**src/rtl/refsel_pkg.sv**
```systemverilog
package refsel_pkg;

  typedef enum logic [1:0] {
    REF_PRI  = 2'b00,
    REF_SEC  = 2'b01,
    REF_HOLD = 2'b10
  } ref_code_t;

  // Priority order: no card means holdover, then primary, then secondary.
  function automatic ref_code_t pick_ref(input logic pri_use,
                                         input logic sec_use,
                                         input logic card_up);
    if (!card_up) return REF_HOLD;
    if (pri_use)  return REF_PRI;
    if (sec_use)  return REF_SEC;
    return REF_HOLD;
  endfunction

  function automatic logic pick_card_b(input logic a_up, input logic b_up);
    return !a_up && b_up;
  endfunction

  function automatic int cnt_width(input int a, input int b);
    return $clog2(((a > b) ? a : b) + 1);
  endfunction

endpackage

```
**src/rtl/refsel_qual.sv**
```systemverilog
module refsel_qual #(
  parameter int HOLDOFF = 8,
  parameter int WTR     = 64,
  localparam int CW     = refsel_pkg::cnt_width(HOLDOFF, WTR)
) (
  input  logic clk,
  input  logic rst_n,
  input  logic fault,
  output logic good
);
  logic [CW-1:0] cnt;

  always_ff @(posedge clk or negedge rst_n) begin
    if (!rst_n) begin
      good <= 1'b1;
      cnt  <= '0;
    end else if (good) begin
      if (!fault)                          cnt <= '0;
      else if (cnt == CW'(HOLDOFF - 1)) begin good <= 1'b0; cnt <= '0; end
      else                                 cnt <= cnt + 1'b1;
    end else begin
      if (fault)                           cnt <= '0;
      else if (cnt == CW'(WTR - 1))    begin good <= 1'b1; cnt <= '0; end
      else                                 cnt <= cnt + 1'b1;
    end
  end
endmodule

```
**src/rtl/refsel_lock.sv**
```systemverilog
module refsel_lock #(
  parameter int TMO   = 16,
  parameter int RETRY = 64,
  localparam int CW   = refsel_pkg::cnt_width(TMO, RETRY)
) (
  input  logic clk,
  input  logic rst_n,
  input  logic on_pri,
  input  logic locked,
  output logic fail
);
  logic [CW-1:0] tmo_cnt;
  logic [CW-1:0] rty_cnt;

  always_ff @(posedge clk or negedge rst_n) begin
    if (!rst_n) begin
      fail    <= 1'b0;
      tmo_cnt <= '0;
      rty_cnt <= '0;
    end else if (fail) begin
      tmo_cnt <= '0;
      if (rty_cnt == CW'(RETRY - 1)) begin fail <= 1'b0; rty_cnt <= '0; end
      else                                 rty_cnt <= rty_cnt + 1'b1;
    end else begin
      rty_cnt <= '0;
      if (on_pri && !locked) begin
        if (tmo_cnt == CW'(TMO - 1)) begin fail <= 1'b1; tmo_cnt <= '0; end
        else                             tmo_cnt <= tmo_cnt + 1'b1;
      end else begin
        tmo_cnt <= '0;
      end
    end
  end
endmodule

```
**src/rtl/refclk_selector.sv**
```systemverilog
module refclk_selector #(
  parameter int HOLDOFF_CYC  = 1000,
  parameter int WTR_CYC      = 50000,
  parameter int LOCK_TMO_CYC = 20000
) (
  input  logic       clk,
  input  logic       rst_n,
  input  logic       pri_los,
  input  logic       sec_los,
  input  logic       pll_locked,
  input  logic       card_a_ok,
  input  logic       card_b_ok,
  output logic [1:0] ref_sel,
  output logic       card_b_active,
  output logic       holdover_en,
  output logic       pri_ok,
  output logic       sec_ok,
  output logic       lock_fail,
  output logic       switch_evt
);
  import refsel_pkg::*;

  localparam int NSRC = 4;  // 0 primary, 1 secondary, 2 card A, 3 card B

  logic [NSRC-1:0] raw_fault;
  logic [NSRC-1:0] src_good;
  logic            card_up;
  ref_code_t       ref_tgt;
  ref_code_t       ref_q;
  logic            card_tgt;
  logic            card_q;
  logic            evt_q;
  logic            on_pri;

  assign raw_fault = {~card_b_ok, ~card_a_ok, sec_los, pri_los};

  for (genvar g = 0; g < NSRC; g++) begin : g_qual
    refsel_qual #(.HOLDOFF(HOLDOFF_CYC), .WTR(WTR_CYC)) u_qual (
      .clk   (clk),
      .rst_n (rst_n),
      .fault (raw_fault[g]),
      .good  (src_good[g])
    );
  end

  assign on_pri = (ref_q == REF_PRI);

  refsel_lock #(.TMO(LOCK_TMO_CYC), .RETRY(WTR_CYC)) u_lock (
    .clk    (clk),
    .rst_n  (rst_n),
    .on_pri (on_pri),
    .locked (pll_locked),
    .fail   (lock_fail)
  );

  assign card_up  = src_good[2] | src_good[3];
  assign ref_tgt  = pick_ref(src_good[0] && !lock_fail, src_good[1], card_up);
  assign card_tgt = pick_card_b(src_good[2], src_good[3]);

  always_ff @(posedge clk or negedge rst_n) begin
    if (!rst_n) begin
      ref_q  <= REF_PRI;
      card_q <= 1'b0;
      evt_q  <= 1'b0;
    end else begin
      ref_q  <= ref_tgt;
      card_q <= card_tgt;
      evt_q  <= (ref_tgt != ref_q) || (card_tgt != card_q);
    end
  end

  assign ref_sel       = ref_q;
  assign card_b_active = card_q;
  assign holdover_en   = (ref_q == REF_HOLD);
  assign pri_ok        = src_good[0];
  assign sec_ok        = src_good[1];
  assign switch_evt    = evt_q;
endmodule

```
**config.mk**
```make
export PLATFORM = sky130hd
export DESIGN_NAME = refclk_selector
export DESIGN_NICKNAME = d
export VERILOG_FILES = /design/src/rtl/refsel_pkg.sv /design/src/rtl/refsel_qual.sv /design/src/rtl/refsel_lock.sv /design/src/rtl/refclk_selector.sv
export SDC_FILE = /design/constraint.sdc
export NUM_CORES = 1
export LEC_CHECK = 0
export ABC_AREA = 1
export BUFFER_PORTS_ARGS = -buffer_cell sky130_fd_sc_hd__buf_2
export CAP_MARGIN = 15
export CORE_MARGIN = 2
export CORE_UTILIZATION = 40
export DETAILED_ROUTE_END_ITERATION = 10
export REMOVE_ABC_BUFFERS = 1
export SKIP_CTS_REPAIR_TIMING = 1
export SYNTH_ARGS = -nofsm -noshare
export SYNTH_HDL_FRONTEND = slang
export SYNTH_HIERARCHICAL = 1
export SYNTH_SLANG_ARGS = --single-unit
```
**constraint.sdc**
```tcl
create_clock -name clk -period 4.4 [get_ports clk]
set_input_delay 0.22 -clock clk [delete_from_list [all_inputs] [get_ports clk]]
set_output_delay 0.22 -clock clk [all_outputs]
set_load 0.01 [all_outputs]
```
==> impl_metrics.json, run 1 <==
{
  "vias_per_cell": 4.73,
  "wl_per_cell_um": 12.0,
  "seq_area_frac_synth_pct": 40.3,
  "row_count": 46,
  "rsz0062_at_grt": "false",
  "routed_wl_mm": 12.6,
  "path_cells": "ha_1 -> nand2_1 -> inv_1 -> nand2_1 -> nor2_2 -> nand2_2 -> nand3_4 -> a21oi_2",
  "critPathLaunch": "g_qual[3].u_qual/cnt[0]",
  "track_usage_pct": 15.7,
  "hold_path.class": "in2async",
  "cp_slowest_cell": "dfrtp_1",
  "dr.pass1.iters": 7,
  "yosys_warnings": 6,
  "fin_tns_setup_ps": 0,
  "syn_to_final_growth_pct": 7.27,
  "numClockSinks": 105,
  "core-area_um2": 15900,
  "fin_crit_sh_pct": 34.7,
  "yosysTopAreaCellShare_pct": 38.7,
  "antenna_cells": 0,
  "ys_seq_elements": 105,
  "place_inst": 1040,
  "cts_made_buffers": 9,
  "outcome": "finished with violations",
  "violations": "hold timing",
  "finalClockSkew_ps": 17.7,
  "route.vias.total": 4989,
  "fp.dieArea_um2": 17400,
  "path_common_cell": "nand2_1",
  "grt_overflow": 0,
  "drt_iter0_drc": 381,
  "synth_cell_type_count": 29,
  "crit_fanout": 16,
  "start_util_pct": 40.9,
  "setup_viol": 0,
  "ir_drop_v": 0.000191,
  "worst_slew_pin_slew_ps": 888,
  "relSlewSlack_pct": 40.8,
  "final_common_cell": "nand2_1",
  "root_buffer": "clkbuf_16",
  "multi_input_area_um2": 3350,
  "p_leak_nw": 3.07,
  "cts_max_level": 3,
  "layout.cells.non_filler": 1055,
  "cap_viol_max_count": 0,
  "cp_slowest_stage_delay_ps": 400,
  "drv_slew": 0,
  "worstPathArrival_ps": 1800,
  "required_ps": 4670,
  "cellPowerDensity_nw_per_um2": 265,
  "grt_pass1_wl_mm": 22.5,
  "synth_top_area_cell": "dfrtp_1",
  "cts_buffer_depth": 2,
  "whs_ps": -11.0,
  "mostFrequentLayoutCells": "nand2_1 (179), nor2_1 (145), dfrtp_1 (101), inv_1 (82), a21oi_2 (40)",
  "syn_avg_cell_area_um2": 7.98,
  "grt_pass1_vias": 4722,
  "worst-setup-path-type": "reg2reg",
  "dpl.hpwl_mm": 9.06,
  "num-nets-final": 848,
  "die_w_um": 132,
  "max_freq_ghz": 0.655,
  "synth_edf_count": 0,
  "grt_start_max_net_pins": 69,
  "clock_latency_ps": 360,
  "pin_count": 15,
  "seq_area_um2": 2630,
  "drive_gt1_share_pct": 20.5,
  "synthFlopType": "dfrtp_1",
  "die_y_um": 132,
  "end_kind": "flop",
  "crit_family": "simple AND/OR/NAND/NOR gates",
  "io_buffers": 14,
  "syn_inst": 818,
  "antenna_found_initial": 0,
  "gp_congestion": 0.811,
  "drc": 0,
  "async_reset_ff_share_pct": 100,
  "finalHoldViolCount": 15,
  "synth.area.top_cells": "dfrtp_1 (39%), nand2_1 (10%), nor2_1 (8.3%), a21oi_2 (5.4%), xor2_1 (5.0%)",
  "worstReg2RegStart": "g_qual[3].u_qual/cnt[0]",
  "clkSlewWorstSetupHoldPaths_ps": 70,
  "cts_tree": "yes",
  "crit_buf_inv": 1,
  "fillerInstances": 1640,
  "cp-start-kind": "flop",
  "synthesis.area_um2": 6530,
  "antenna_left": 0,
  "finalCriticalPeriod_ps": 1530
}
## where the power goes
| part | leakage, nW | switching, mW | total, mW | internal (mW) |
|---|---|---|---|---|
| combinational | 1.50 | 0.0451 | 0.0594 | 0.0143 |
| clock | 0.146 | 0.358 | 0.814 | 0.456 |
| sequential | 1.42 | 0.00909 | 0.983 | 0.974 |
| total | 3.07 | 0.412 | 1.86 | 1.44 |
## cell type report
| type | count | area share, % |
|---|---|---|
| clock buffer | 11 | 3.47 |
| clock inverter | 4 | 0.751 |
| inverter | 98 | 5.26 |
| multi-input combinational | 606 | 47.9 |
| sequential | 105 | 37.6 |
| tap | 216 | 3.86 |
| timing repair buffer | 15 | 1.14 |
## cells in the mapped netlist, types with 5 or more instances
| library cell | number |
|---|---|
| buf_12 | 8 |
| xnor2_1 | 5 |
| nand4_1 | 17 |
| o21bai_1 | 13 |
| inv_1 | 82 |
| a21oi_2 | 40 |
| nand2_1 | 179 |
| nand3_1 | 38 |
| nand3_2 | 9 |
| dfrtp_1 | 101 |
| nor2_1 | 145 |
| nand2_2 | 31 |
| ha_1 | 6 |
| nor2_4 | 8 |
| nand2_4 | 5 |
| xor2_1 | 37 |
| inv_2 | 15 |
| a21oi_1 | 29 |
| nor2_2 | 19 |
| nand3_4 | 8 |
## layer usage
metal | GRT usage (%) | wire length (um) | vias to the layer above | part of all wire (%)
li1 | - | - | 2623 | -
met1 | 21.8 | 6400 | 2311 | 51
met2 | 24.6 | 5730 | 42 | 45
met3 | 2.20 | 264 | 13 | 2.1
met4 | 6.46 | 228 | 0 | 1.8
met5 | 0 | 0 | - | 0
## registers in the layout (all words and copies together), names as in the netlist
signal              cells
g_qual.u_qual/good      4
u_lock/rty_cnt         16
card_b_active           1
u_lock/tmo_cnt         16
g_qual.u_qual/cnt      64
u_lock/fail             1
switch_evt              1
ref_sel                 2
## metrics by stage
step / utilization, % / instance area [um^2] / setup slack [ps] / power [mW] / hold WS (ps)
4_1_cts: 43.9 / 7000 / 2850 / 1.89 / 16.7
5_1_grt: 43.9 / 7000 / 2690 / 1.94 / 75.0
6_report: 43.9 / 7000 / 2870 / 1.86 / -11.0
3_3_place_gp: 42.0 / 6700 / 2870 / 1.06 / 415
2_1_floorplan: - / 6350 / 3040 / 1.03 / -75.6
3_5_place_dp: 42.0 / 6700 / 2860 / 1.06 / 409
## cells by family after synthesis
family	Yosys count	share of synthesized area, %
flops	105	40.3
xor+xnor	42	5.64
simple gates	463	34.1
buf+inv	107	8.26
fa+ha+maj	6	1.15
compound gates	95	10.5
## path summary, 6_finish.rpt
| check | cells past startpoint | slack [ps] | end |
|---|---|---|---|
| min in group clk | 2 | 80 | g_qual[1].u_qual/good |
| min reg2reg | 1 | 450 | u_lock/rty_cnt[0] |
| max in group asynchronous | 2 | 3340 | g_qual[3].u_qual/good |
| max reg2reg | 8 | 2870 | g_qual[3].u_qual/cnt[5] |
| min | 1 | -10 | g_qual[0].u_qual/cnt[8] |
| max | 8 | 2870 | g_qual[3].u_qual/cnt[5] |
(Power assumes the default switching activity.)
==> run 2, diff against run 1 <==
==> constraint.sdc (replaced) <==
create_clock -name clk -period 1.4 [get_ports clk]
set_input_delay 0.07 -clock clk [delete_from_list [all_inputs] [get_ports clk]]
set_output_delay 0.07 -clock clk [all_outputs]
set_load 0.01 [all_outputs]
==> impl_metrics.json, run 2 (synthesized netlist as in run 1, its figures left out) <==
{
  "numClockSinks": 105,
  "cp-start-kind": "flop",
  "cts_tree": "yes",
  "clock_latency_ps": 360,
  "gp_congestion": 0.818,
  "finalHoldViolCount": 1,
  "die_y_um": 132,
  "largest_register_ff_count": 64,
  "hold_path.class": "in2reg",
  "power.internal_mw": 4.51,
  "antenna_found_initial": 0,
  "p_leak_nw": 3.46,
  "post-place-ws_ps": -81.7,
  "p_clk_share_pct": 41.8,
  "route.vias.total": 5372,
  "num-nets-final": 922,
  "fillerInstances": 1526,
  "max_freq_ghz": 0.714,
  "root_buffer": "clkbuf_16",
  "pin_count": 15,
  "top_register": "g_qual.u_qual/cnt",
  "finalClockSkew_ps": 10.0,
  "cts_max_level": 3,
  "setup_ws_ps": -1.42,
  "grt_overflow": 0,
  "routed_wl_mm": 14.4,
  "antenna_left": 0,
  "track_usage_pct": 15.8,
  "power.total_mw": 5.90,
  "final_common_cell": "nand2_1",
  "vias_per_cell": 4.75,
  "antenna_cells": 0,
  "whs_ps": -0.507,
  "rsz0062_at_grt": "true",
  "io_buffers": 14,
  "cellPowerDensity_nw_per_um2": 737,
  "grt_pass1_wl_mm": 22.9,
  "relSlewSlack_pct": 78.3,
  "outcome": "finished with violations",
  "drive_gt1_share_pct": 33.8,
  "dr.pass1.iters": 4,
  "wl_per_cell_um": 12.8,
  "worst_slew_pin_slew_ps": 326,
  "reg_top3": "g_qual.u_qual/cnt x64, u_lock/rty_cnt x16, u_lock/tmo_cnt x16",
  "fin_crit_sh_pct": 100,
  "mostFrequentLayoutCells": "nand2_1 (167), nor2_1 (129), dfrtp_1 (101), inv_1 (78), buf_4 (60)",
  "grt_start_max_net_pins": 38,
  "switchingPower_mw": 1.39,
  "cap_viol_max_count": 0,
  "syn_to_final_growth_pct": 22.7,
  "switching_share_pct": 23.5,
  "cts_made_buffers": 9,
  "violations": "hold timing, setup timing",
  "cts_buffer_depth": 2,
  "combPwrFrac_pct": 5.7,
  "end_kind": "flop",
  "clkSlewWorstSetupHoldPaths_ps": 70,
  "worst-setup-path-type": "reg2reg",
  "grt_pass1_vias": 4856,
  "worstPathArrival_ps": 1680,
  "finalCriticalPeriod_ps": 1400,
  "dpl.hpwl_mm": 9.38,
  "fin_tns_setup_ps": -1.42,
  "crit_fanout": 3,
  "seq_area_um2": 2630,
  "required_ps": 1680,
  "ir_drop_v": 0.000561,
  "drc": 0,
  "core-area_um2": 15900,
  "setup_viol": 1,
  "drv_slew": 0,
  "seq_power_share_pct": 52.5,
  "start_util_pct": 40.9,
  "multi_input_area_um2": 3790,
  "fp.dieArea_um2": 17400,
  "drt_iter0_drc": 304,
  "row_count": 46,
  "die_w_um": 132
}
## run 2: cell count changes in the layout (fill, tap and decap cells not counted), moves of 8 or more
cell / before / now
nor2_4: 8 / 19
a21oi_1: 29 / 13
nand2_1: 179 / 167
nor2_1: 145 / 129
nand2_2: 31 / 42
a21oi_2: 40 / 55
nand3_4: 8 / 16
buf_4: 2 / 60
## run 2: final timing paths
check	from	endpoint	slack, ps	depth (start not counted)
min in group asynchronous	rst_n	g_qual[0].u_qual/cnt[15]	160	2
max	g_qual[3].u_qual/cnt[1]	g_qual[3].u_qual/cnt[10]	-1	8
min	pri_los	g_qual[0].u_qual/good	-0.5	2
min reg2reg	u_lock/tmo_cnt[4]	u_lock/tmo_cnt[4]	530	1
max in group asynchronous	rst_n	g_qual[1].u_qual/good	710	3
max reg2reg	g_qual[3].u_qual/cnt[1]	g_qual[3].u_qual/cnt[10]	-1	8
## run 2: power groups by stage
stage          combinational [mW]  sequential (mW)  clock [mW]
2_1_floorplan              0.0957             3.14           0
3_3_place_gp                0.255             3.14           0
3_5_place_dp                0.256             3.14           0
4_1_cts                     0.256             3.08        2.55
5_1_grt                     0.370             3.10        2.69
6_report                    0.336             3.09        2.47
## run 2: area by class of cell
class,count,area share [%]
Timing Repair Buffer,81,8.02
Clock buffer,11,3.16
Clock inverter,5,0.469
Timing Repair inverter,1,0.109
Multi-Input combinational cell,613,47.3
Tap cell,216,3.37
Inverter,98,4.66
Sequential cell,105,32.9
## run 2: worst max-delay path, cell delays in order, from the launching register on
cell	delay (ps)
dfrtp_1	370
ha_2	230
nand2_2	70
buf_4	140
nor2_2	110
nand2_1	110
o21bai_1	130
nand2_1	70
a21oi_2	100
## run 2: per-layer routing
layer	track usage, %	wire (um)
met1	22.2	7110
met2	25.2	6930
met3	1.93	209
met4	5.98	190
met5	0	0
## run 2: per-stage QoR
stage          hold slack, ps  std cells  utilization (%)  instance area, um^2
5_1_grt                  1.47       1130             50.2                 8010
3_5_place_dp            -6.03       1091             44.6                 7110
4_1_cts                  -391       1107             46.4                 7400
6_report               -0.507       1130             50.2                 8010
3_3_place_gp            -1.89       1091             44.6                 7110
2_1_floorplan            -226        809                -                 6350
